### config.mk
export PLATFORM = sky130hd
export DESIGN_NAME = pulse_seq_tx
export DESIGN_NICKNAME = d
export VERILOG_FILES = /design/src/rtl/pstx_pkg.sv /design/src/rtl/pstx_loop_ctr.sv /design/src/rtl/pstx_thresh.sv /design/src/rtl/pstx_drive.sv /design/src/rtl/pulse_seq_tx.sv
export SDC_FILE = /design/constraint.sdc
export NUM_CORES = 1
export LEC_CHECK = 0
export ABC_AREA = 1
export BUFFER_PORTS_ARGS = -buffer_cell sky130_fd_sc_hd__buf_2
export CORE_MARGIN = 2
export CORE_UTILIZATION = 51
export DETAILED_ROUTE_END_ITERATION = 12
export PLACE_DENSITY = 0.89
export SLEW_MARGIN = 15
export SYNTH_ARGS = -nofsm -noshare
export SYNTH_HDL_FRONTEND = slang
export SYNTH_HIERARCHICAL = 1
export SYNTH_SLANG_ARGS = --single-unit
export TNS_END_PERCENT = 50
### constraint.sdc
create_clock -name clk -period 2.1 [get_ports clk]
set_input_delay 0.315 -clock clk [delete_from_list [all_inputs] [get_ports clk]]
set_output_delay 0.315 -clock clk [all_outputs]
set_load 0.02 [all_outputs]
### src/rtl/pstx_pkg.sv
`timescale 1ns/1ps
package pstx_pkg;
   typedef enum logic [2:0] {
      ST_IDLE   = 3'd0,
      ST_FETCH  = 3'd1,
      ST_DECODE = 3'd2,
      ST_SEND   = 3'd3
   } pstx_state_e;
endpackage

### src/rtl/pstx_loop_ctr.sv
`timescale 1ns/1ps
module pstx_loop_ctr #(
   parameter int LOOP_W = 10
) (
   input  logic              clk,
   input  logic              rst_n,
   input  logic              clr_i,
   input  logic              pass_i,
   input  logic              en_i,
   input  logic [LOOP_W-1:0] limit_i,
   output logic [LOOP_W-1:0] count_o,
   output logic              hit_o
);
   localparam int EXT_W = LOOP_W + 1;

   logic [LOOP_W-1:0] cnt_q;
   logic [EXT_W-1:0]  next_ext;

   assign next_ext = {1'b0, cnt_q} + EXT_W'(1);
   assign hit_o    = en_i && pass_i && (limit_i != '0) && (next_ext == {1'b0, limit_i});
   assign count_o  = cnt_q;

   always_ff @(posedge clk or negedge rst_n) begin
      if (!rst_n)             cnt_q <= '0;
      else if (clr_i)         cnt_q <= '0;
      else if (pass_i && en_i) cnt_q <= cnt_q + 1'b1;
   end

   AST_LOOP_STEP: assert property (@(posedge clk) disable iff (!rst_n)
      en_i && pass_i && !clr_i |=> count_o == $past(count_o) + 1'b1);
   AST_LOOP_CLR: assert property (@(posedge clk) disable iff (!rst_n)
      clr_i |=> count_o == '0);
endmodule

### src/rtl/pstx_thresh.sv
`timescale 1ns/1ps
module pstx_thresh #(
   parameter int LIM_W = 9
) (
   input  logic             clk,
   input  logic             rst_n,
   input  logic             restart_i,
   input  logic             accept_i,
   input  logic [LIM_W-1:0] limit_i,
   output logic             evt_o
);
   localparam int CW = LIM_W + 1;

   logic [CW-1:0] seen_q;

   assign evt_o = accept_i && (seen_q == {1'b0, limit_i});

   always_ff @(posedge clk or negedge rst_n) begin
      if (!rst_n)         seen_q <= '0;
      else if (restart_i) seen_q <= '0;
      else if (accept_i && (seen_q <= {1'b0, limit_i}))
         seen_q <= seen_q + 1'b1;
   end

   AST_THR_SINGLE: assert property (@(posedge clk) disable iff (!rst_n)
      evt_o |=> (!evt_o || $past(restart_i)));
endmodule

### src/rtl/pstx_drive.sv
`timescale 1ns/1ps
module pstx_drive (
   input  logic active_i,
   input  logic level_i,
   input  logic idle_level_i,
   input  logic idle_oe_i,
   output logic pin_o,
   output logic pin_oe_o
);
   always_comb begin
      if (active_i) begin
         pin_o    = level_i;
         pin_oe_o = 1'b1;
      end else begin
         pin_o    = idle_level_i;
         pin_oe_o = idle_oe_i;
      end
   end
endmodule

### src/rtl/pulse_seq_tx.sv
`timescale 1ns/1ps
module pulse_seq_tx
   import pstx_pkg::*;
#(
   parameter int ENTRY_W   = 16,
   parameter int ADDR_W    = 9,
   parameter int MEM_DEPTH = 128,
   parameter int LOOP_W    = 10,
   parameter int LIM_W     = 9
) (
   input  logic               clk,
   input  logic               rst_n,
   input  logic               start_i,
   input  logic               stop_i,
   input  logic               cont_mode_i,
   input  logic               wrap_en_i,
   input  logic               loop_cnt_en_i,
   input  logic [LOOP_W-1:0]  loop_limit_i,
   input  logic               loop_clr_i,
   input  logic [LIM_W-1:0]   entry_limit_i,
   input  logic               rd_ptr_clr_i,
   input  logic               idle_level_i,
   input  logic               idle_oe_i,
   output logic [ADDR_W-1:0]  mem_addr_o,
   output logic               mem_rd_o,
   input  logic [ENTRY_W-1:0] mem_rdata_i,
   output logic               pin_o,
   output logic               pin_oe_o,
   output logic [2:0]         state_o,
   output logic [ADDR_W-1:0]  rd_ptr_o,
   output logic [LOOP_W-1:0]  loop_count_o,
   output logic               empty_err_o,
   output logic               end_evt_o,
   output logic               thr_evt_o,
   output logic               loop_evt_o
);
   localparam int DUR_W = ENTRY_W - 1;
   localparam logic [ADDR_W-1:0] LAST_PTR = ADDR_W'(MEM_DEPTH);

   if (ENTRY_W < 2) begin : g_bad_entry
      $error("ENTRY_W must be at least 2");
   end
   if (MEM_DEPTH < 1 || MEM_DEPTH >= (1 << ADDR_W)) begin : g_bad_depth
      $error("MEM_DEPTH must fit below 2**ADDR_W");
   end

   pstx_state_e       state_q;
   logic [ADDR_W-1:0] ptr_q;
   logic              level_q;
   logic [DUR_W-1:0]  left_q;
   logic              err_q, end_q, thr_q, loop_q;

   logic              ent_level;
   logic [DUR_W-1:0]  ent_dur;
   logic              go, accept, marker, pass_done, loop_hit, thr_evt;

   assign ent_level = mem_rdata_i[ENTRY_W-1];
   assign ent_dur   = mem_rdata_i[DUR_W-1:0];
   assign go        = (state_q == ST_IDLE) && start_i && !stop_i;
   assign accept    = (state_q == ST_DECODE) && (ent_dur != '0) && !stop_i;
   assign marker    = (state_q == ST_DECODE) && (ent_dur == '0) && !stop_i;
   assign pass_done = marker && cont_mode_i;

   pstx_loop_ctr #(.LOOP_W(LOOP_W)) loop_ctr_i (
      .clk     (clk),
      .rst_n   (rst_n),
      .clr_i   (loop_clr_i),
      .pass_i  (pass_done),
      .en_i    (loop_cnt_en_i),
      .limit_i (loop_limit_i),
      .count_o (loop_count_o),
      .hit_o   (loop_hit)
   );

   pstx_thresh #(.LIM_W(LIM_W)) thresh_i (
      .clk       (clk),
      .rst_n     (rst_n),
      .restart_i (go),
      .accept_i  (accept),
      .limit_i   (entry_limit_i),
      .evt_o     (thr_evt)
   );

   pstx_drive drive_i (
      .active_i     (state_q != ST_IDLE),
      .level_i      (level_q),
      .idle_level_i (idle_level_i),
      .idle_oe_i    (idle_oe_i),
      .pin_o        (pin_o),
      .pin_oe_o     (pin_oe_o)
   );

   always_ff @(posedge clk or negedge rst_n) begin
      if (!rst_n) begin
         state_q <= ST_IDLE;
         ptr_q   <= '0;
         level_q <= 1'b0;
         left_q  <= '0;
         err_q   <= 1'b0;
         end_q   <= 1'b0;
         thr_q   <= 1'b0;
         loop_q  <= 1'b0;
      end else begin
         end_q  <= 1'b0;
         loop_q <= 1'b0;
         thr_q  <= thr_evt;
         unique case (state_q)
            ST_IDLE: begin
               if (go) begin
                  state_q <= ST_FETCH;
                  level_q <= idle_level_i;
                  err_q   <= 1'b0;
               end
            end
            ST_FETCH: state_q <= ST_DECODE;
            ST_DECODE: begin
               if (accept) begin
                  level_q <= ent_level;
                  left_q  <= ent_dur;
                  ptr_q   <= ptr_q + 1'b1;
                  state_q <= ST_SEND;
               end else if (cont_mode_i && !loop_hit) begin
                  ptr_q   <= '0;
                  state_q <= ST_FETCH;
               end else begin
                  state_q <= ST_IDLE;
                  end_q   <= 1'b1;
                  loop_q  <= loop_hit;
               end
            end
            ST_SEND: begin
               if (left_q == DUR_W'(1)) begin
                  if (ptr_q != LAST_PTR) begin
                     state_q <= ST_FETCH;
                  end else if (wrap_en_i) begin
                     ptr_q   <= '0;
                     state_q <= ST_FETCH;
                  end else begin
                     err_q   <= 1'b1;
                     state_q <= ST_IDLE;
                  end
               end else begin
                  left_q <= left_q - 1'b1;
               end
            end
            default: state_q <= ST_IDLE;
         endcase
         if (stop_i && state_q != ST_IDLE) begin
            state_q <= ST_IDLE;
            end_q   <= 1'b0;
            loop_q  <= 1'b0;
         end
         if (rd_ptr_clr_i) ptr_q <= '0;
      end
   end

   assign mem_rd_o    = (state_q == ST_FETCH);
   assign mem_addr_o  = ptr_q;
   assign state_o     = state_q;
   assign rd_ptr_o    = ptr_q;
   assign empty_err_o = err_q;
   assign end_evt_o   = end_q;
   assign thr_evt_o   = thr_q;
   assign loop_evt_o  = loop_q;

   AST_START_FETCH: assert property (@(posedge clk) disable iff (!rst_n)
      state_q == ST_IDLE && start_i && !stop_i |=> state_o == 3'd1);
   AST_ACTIVE_OE: assert property (@(posedge clk) disable iff (!rst_n)
      state_o != 3'd0 |-> pin_oe_o);
   AST_IDLE_OE: assert property (@(posedge clk) disable iff (!rst_n)
      state_o == 3'd0 |-> pin_oe_o == idle_oe_i);
   AST_CONT_RESTART: assert property (@(posedge clk) disable iff (!rst_n)
      state_o == 3'd2 && mem_rdata_i[DUR_W-1:0] == '0 && !stop_i && cont_mode_i && !loop_hit
      |=> state_o == 3'd1 && rd_ptr_o == '0);
   AST_LOOP_WITH_END: assert property (@(posedge clk) disable iff (!rst_n)
      loop_evt_o |-> end_evt_o && state_o == 3'd0);
   AST_PTR_RANGE: assert property (@(posedge clk) disable iff (!rst_n)
      rd_ptr_o <= LAST_PTR);
   AST_ERR_NO_END: assert property (@(posedge clk) disable iff (!rst_n)
      $rose(empty_err_o) |-> !end_evt_o && state_o == 3'd0);
   AST_STOP_HALTS: assert property (@(posedge clk) disable iff (!rst_n)
      state_o != 3'd0 && stop_i |=> state_o == 3'd0 && !end_evt_o);
endmodule

Yosys cells after proc, flatten, opt, wreduce, memory -nomap -nowiden
Cells that the tools add are included.

storage, ports and cells
  register bits = 52
  bits of input ports = 46
  output and inout port bits = 38
  word-level logic and storage cells = 107

cells by class
  add/subtract/negate cells = 5
  $lt $le $gt $ge = 1
  equality and inequality tests = 19
  muxes and demuxes = 40
  reductions and logical operators = 32

operator list
  operator               count
  $mux 9                 6
  $mux 10                4
  $mux 15                2
  $pmux 15 s2            1
  $add 10x1->10 const B  2
  $mux 1                 19
  $pmux 9 s2             1
  $eq 15x1->1 const B    1
  $logic_not 15->1       1
  $reduce_bool 15->1     1
  $sub 15x1->15 const B  1
  $logic_and 1x1->1      14
  $ne 3x3->1 const B     4
  $pmux 3 s4             1
  $add 10x1->11 const B  1
  $eq 11x10->1           1
  $eq 10x9->1            1
  $le 10x9->1            1
  $ne 2x2->1 const B     5
  $reduce_and 5->1       2
  $reduce_bool 10->1     1
  $reduce_bool 2->1      5
  $add 9x1->9 const B    1
  $mux 3                 3
  13 further kinds       18

Logic depth before layout (Yosys ltp)
  depth after elaboration = 13
  mapped depth = 20
  mapped depth without buffers = 20

Cells and area by module
Netlist, hierarchy kept.

modules (own cells, without submodules)
  module         times used  cells an instance  area an instance (um2)  seq. area each (um2)
  pulse_seq_tx   1           310                2163.3                  775.7
  pstx_thresh    1           150                994.7                   250.2
  pstx_loop_ctr  1           143                877.1                   250.2
  pstx_drive     1           5                  21.3                    0.0

Least setup slack after synthesis
OpenSTA, ideal clock, no wires.

  path kind = flip-flop to flip-flop
  start = reg state_q[0], in the netlist state_o[0]
  end = reg state_q[0], in the netlist state_o[0]
  setup time = 118 ps
  arrival = 1960 ps
  data required time = 1982 ps
  path slack = 23 ps
  cell stages (with the launch flop) = 19
  path buffers = 0
  period minus slack after synthesis = 2077 ps
  cell sequence = dfrtp_1 inv_1 nand2_2 nor4_1 nand2_1 inv_1 nand3_1 nor2_1 nand3_1 nor2_1 nand3_1 nor2_1 nor2_1 inv_1 o21ai_0 nor2_1 o21ai_0 nand2_1 nand2_1

between the ends
  cells in the longest elaborated chain, start to end = 13
  elaborated cells on any way between the ends = 25
  those cells by class = eq/ne (5); mux (4); reduce/logical (16)

ends and longest elaborated chain
  what                            line                 text
  start: declaration              pulse_seq_tx.sv:47   pstx_state_e state_q;
  start signal: assignment        pulse_seq_tx.sv:95   state_q <= ST_IDLE;
  start signal: assignment        pulse_seq_tx.sv:110  state_q <= ST_FETCH;
  start signal: assignment        pulse_seq_tx.sv:115  ST_FETCH: state_q <= ST_DECODE;
  $eq 3x2->1                      pulse_seq_tx.sv:61   assign marker = (state_q == ST_DECODE) && (ent_dur == '0) && !stop_i;
  $logic_and 1x1->1 (2 in a row)  pulse_seq_tx.sv:61
  $logic_and 1x1->1               pulse_seq_tx.sv:62   assign pass_done = marker && cont_mode_i;
  net pass_done                   pulse_seq_tx.sv:55   logic go, accept, marker, pass_done, loop_hit, thr_evt;
  $logic_and 1x1->1 (3 in a row)  pstx_loop_ctr.sv:20  assign hit_o = en_i && pass_i && (limit_i != '0) && (next_ext == {1'b0, limit_i});
  net loop_hit                    pulse_seq_tx.sv:55
  $logic_not 1->1                 pulse_seq_tx.sv:122  end else if (cont_mode_i && !loop_hit) begin
  $logic_and 1x1->1               pulse_seq_tx.sv:122
  $mux 1                          pulse_seq_tx.sv:122
  $mux 2                          pulse_seq_tx.sv:117  if (accept) begin
  $pmux 3 s4                      pulse_seq_tx.sv:107  unique case (state_q)
  $mux 3                          pulse_seq_tx.sv:148  if (stop_i && state_q != ST_IDLE) begin

The timed path passes the listed nets, and every way through them passes these cells.
A chain may end at the register's enable or synchronous reset.

Final worst setup path
  start = in mem_rdata_i[7]
  end = reg state_q[0], in the netlist state_o[0]

between the ends
  cells in the longest elaborated chain, start to end = 13
  elaborated cells on any way between the ends = 16
  those cells by class = mux (4); reduce/logical (12)

ends and longest elaborated chain
  what                            line                 text
  start: declaration              pulse_seq_tx.sv:26   input logic [ENTRY_W-1:0] mem_rdata_i,
  $logic_not 15->1                pulse_seq_tx.sv:61
  $logic_and 1x1->1 (2 in a row)  pulse_seq_tx.sv:61
  $logic_and 1x1->1               pulse_seq_tx.sv:62
  net pass_done                   pulse_seq_tx.sv:55
  $logic_and 1x1->1 (3 in a row)  pstx_loop_ctr.sv:20
  net loop_hit                    pulse_seq_tx.sv:55
  $logic_not 1->1                 pulse_seq_tx.sv:122
  $logic_and 1x1->1               pulse_seq_tx.sv:122
  $mux 1                          pulse_seq_tx.sv:122
  $mux 2                          pulse_seq_tx.sv:117
  $pmux 3 s4                      pulse_seq_tx.sv:107
  $mux 3                          pulse_seq_tx.sv:148
  end signal: assignment          pulse_seq_tx.sv:110
  end signal: assignment          pulse_seq_tx.sv:124  state_q <= ST_FETCH;
  end signal: assignment          pulse_seq_tx.sv:149  state_q <= ST_IDLE;

The timed path passes the listed nets, and every way through them passes these cells.

==> summary.txt <==
Timing
  • Fmax: 477 MHz
  • Final-report setup violation count: 0
  • WHS: 107 ps
  • Slew @ Worst Pin: 666 ps
  • Pins over their slew limit: 0
  • Fin. Hold Viols: 0
  • Normalized max-slew margin: 55.6%
  • RSZ-0062 raised after global routing: true
  • Final worst clock skew: 7.34 ps
  • Tmin final: 2100 ps
  • Worst setup margin: 2.77 ps
  • Tcrit/Tclk final: 99.9%

Synth
  • Post-synth net total: 669
  • Cells after Synth: 608
  • XOR/XNOR Fraction of Synth Area: 2.41%
  • Syn Area/Cell: 6.67 um2
  • Post-synthesis sequential area ratio: 31.5%
  • Synth Area in Simple Gates: 42.9%
  • Most numerous cell in the Yosys netlist: nand2_1
  • Synth area leader: dfrtp_1
  • Post-synth cell types: 40
  • Flops & latches, synth: 51
  • Ys Warns: 6
  • Top FF cell, synth: dfrtp_1
  • Number of synthesized flops with an enable pin: 0
  • Adder-cell share of the synthesized area: 4.63%
  • Post-synth top area share: 31.5%
  • Mapped Area: 4060 um2
  • Main combinational cell family by area after synthesis: simple AND/OR/NAND/NOR gates
  • Top cells by area, synth: dfrtp_1 (31%), nand2_1 (16%), nand3_1 (9.3%), inv_1 (7.1%), nor2_1 (6.6%)
  • Top cells by count, synth: nand2_1 (175), inv_1 (77), nand3_1 (75), nor2_1 (71), dfrtp_1 (51)
  • Fraction of registers with async set/reset: 100%
  • Post-synthesis mux area share: 0%
  • Synth Area in Compound Gates: 7.25%

Floorplan
  • Die height: 93.2 um
  • Die ar.: 8680 um2
  • I/O pins: 84
  • Die Width: 93.2 um
  • Rows: 32
  • Starting density of the core: 52.5%
  • Core area: 7730 um2

Critical path
  • Nature of the critical path endpoint: register
  • Crit-path cells: buf_2, nor2_4, nand2_1, nor2_2, nand2_2, nor4_4, nand2_1, inv_1, nand3_2, nor2_1, nand3_1, nor2_1, nand3_1, nor2_2, nor2_1, inv_2, o21ai_1, nor2_1, o21ai_1, nand2_1, nand2_1
  • Max incr delay on CP: 200 ps
  • Worst Path Arrival: 2310 ps
  • Worst-path fanout max: 2
  • Crit path launch type: input pin
  • Crit Path Class: input pin to register
  • Slowest CP cell: nor4_4
  • Critical path required time: 2310 ps

Routing
  • Vias: 4300
  • First drt pass iteration count: 5
  • Drt drc: 0
  • Detailed Route WL: 10.9 mm
  • Met3 routed WL: 682 um
  • Met1 Wirelength: 4.40 mm
  • Final ANT Viol Nets: 0
  • Vias per inst: 5.29
  • Average wire per standard cell: 13.5 um
  • Highest routed metal layer: met4
  • DRT iter0 DRCs: 200
  • WL met2: 5.70 mm

Job
  • Max_cap viols: 0

Placement
  • PortBufs: 82
  • DP Cell Count: 799
  • Place WS: -283 ps
  • HPWL after DPL: 8.07 mm
  • GP Congestion: 0.933

Final layout
  • Register area: 1280 um2
  • Fin cells: 813
  • Diode count: 0
  • Net count, final: 771
  • Share of cells above drive strength 1: 30.0%
  • Synth-to-Final Area Change: 24.0%
  • Fillers: 683
  • Multi-input logic area: 2530 um2

Clock tree
  • Worst-Skew Late Latency: 310 ps
  • Clk sinks: 51
  • Root buffer cell: clkbuf_8
  • H-Tree Depth: 2
  • Clk pin slew, worst setup/hold paths: 100 ps
  • CTS buffer count: 5
  • Max clock buf depth: 2
  • CTS tree: built

Global route
  • Tot GR Track Use: 25.2%
  • Vias in the first global route: 4032
  • Largest net degree at the start of global routing: 52
  • First-pass GRT wire length: 17.7 mm
  • Grt ovf: 0
  • Initial antenna violation count: 0

Status
  • Status: finished clean

Power
  • Power Dens Cells: 786 nW/um2
  • Leak: 2.63 nW
  • Psw: 0.00182 W
  • Maximum VDD drop: 0.000504 V
  • Int Pwr: 0.00214 W
  • Sw Share: 46.0%
  • Clk pwr share: 15.1%
  • Combinational share of power: 45.6%
  • Seq pwr share: 39.3%

Worst hold path
  • Hold WC Path Type: input pin to async pin
-- path summary, 6_finish.rpt --
kind	cells past startpoint	slack (ps)	endpoint	startpoint
max reg2reg	19	10	state_o[0]$_DFFE_PN0P_	loop_ctr_i/count_o[1]$_DFFE_PN0P_
min reg2reg	2	490	level_q$_DFFE_PN0P_	level_q$_DFFE_PN0P_
max in group asynchronous	2	1510	loop_ctr_i/count_o[2]$_DFFE_PN0P_	rst_n
max	21	3	state_o[0]$_DFFE_PN0P_	mem_rdata_i[7]
min in group clk	4	320	mem_addr_o[0]$_DFFE_PN0P_	rd_ptr_clr_i
min	2	110	mem_addr_o[2]$_DFFE_PN0P_	rst_n
-- per-layer routing --
metal / GRT usage, % / vias to the layer above
met5: 0 / -
met3: 3.63 / 16
met4: 8.33 / 0
met2: 44.3 / 167
li1: - / 2126
met1: 31.9 / 1991
-- worst max-delay path: cells and delay by family --
| family | cells | cell delay (ps) |
|---|---|---|
| buf+inv | 3 | 270 |
| simple gates | 16 | 1560 |
| compound gates | 2 | 150 |
-- cell usage in the layout, fill, tap and decap left out, types with 6 or more instances in the layout --
cell | Yosys | layout
nand2_2 | 10 | 17
inv_1 | 77 | 74
inv_2 | 4 | 7
buf_4 | 10 | 29
buf_6 | 5 | 9
o21ai_0 | 22 | 20
xnor2_1 | 6 | 6
or2_2 | 8 | 8
nand3_2 | 4 | 15
ha_1 | 15 | 14
nor2_2 | 9 | 16
a21oi_1 | 12 | 12
nand3_1 | 75 | 62
nor2_4 | 6 | 10
nand2_1 | 175 | 165
buf_2 | 2 | 75
dfrtp_1 | 51 | 50
nand4_1 | 10 | 10
nand2_4 | 2 | 6
o21ai_1 | 6 | 8
nor2_1 | 71 | 60
-- logic make-up after synthesis --
logic type | after synthesis
xor gates and xnor gates | 9
buffers and inverters | 101
DFF | 51
other | 1
and+or+nand+nor | 380
AOI/OAI and AO/OA | 51
adders and majority gates | 15
-- registers in the layout, indices dropped and copies added, names as in the netlist --
register and count:
empty_err_o 1, mem_addr_o 9, state_o 2, end_evt_o 1
left_q 15, thr_evt_o 1, thresh_i/seen_q 10, loop_evt_o 1
level_q 1, loop_ctr_i/count_o 10
-- timing repair --
item                                    4_1_cts  5_1_grt
resized for setup                             4       60
endpoints found under the setup margin       10       23
cloned                                        0        1
pin swaps                                     5       42
hold buffers                                  0        0
setup buffers                                 3        2
-- through the flow --
step	total power [W]	utilization [%]	area (um2)	TNS, ps
after floorplan	0.00278	-	4060	0
final	0.00395	65.1	5030	0
after detailed placement	0.00327	60.0	4640	-2650
after global placement	0.00316	60.0	4640	-1480
after global routing	0.00428	65.1	5030	-914
after CTS	0.00386	61.6	4760	0
-- final cells by class --
type	instances	share of cell area [%]
timing repair buffer	113	13.8
multi-input combinational	457	50.4
clock inverter	3	0.373
sequential	51	25.4
clock buffer	5	1.37
tap	102	2.54
inverter	82	6.12
-- power groups by stage --
stage,sequential (W),clock [W],combinational (W)
after global routing,0.00159,0.000648,0.00204
after global placement,0.00154,0,0.00162
after CTS,0.00154,0.000597,0.00173
final,0.00155,0.000595,0.00180
after floorplan,0.00152,0,0.00127
after detailed placement,0.00156,0,0.00171
No activity file was read; power rests on OpenSTA's default activity.
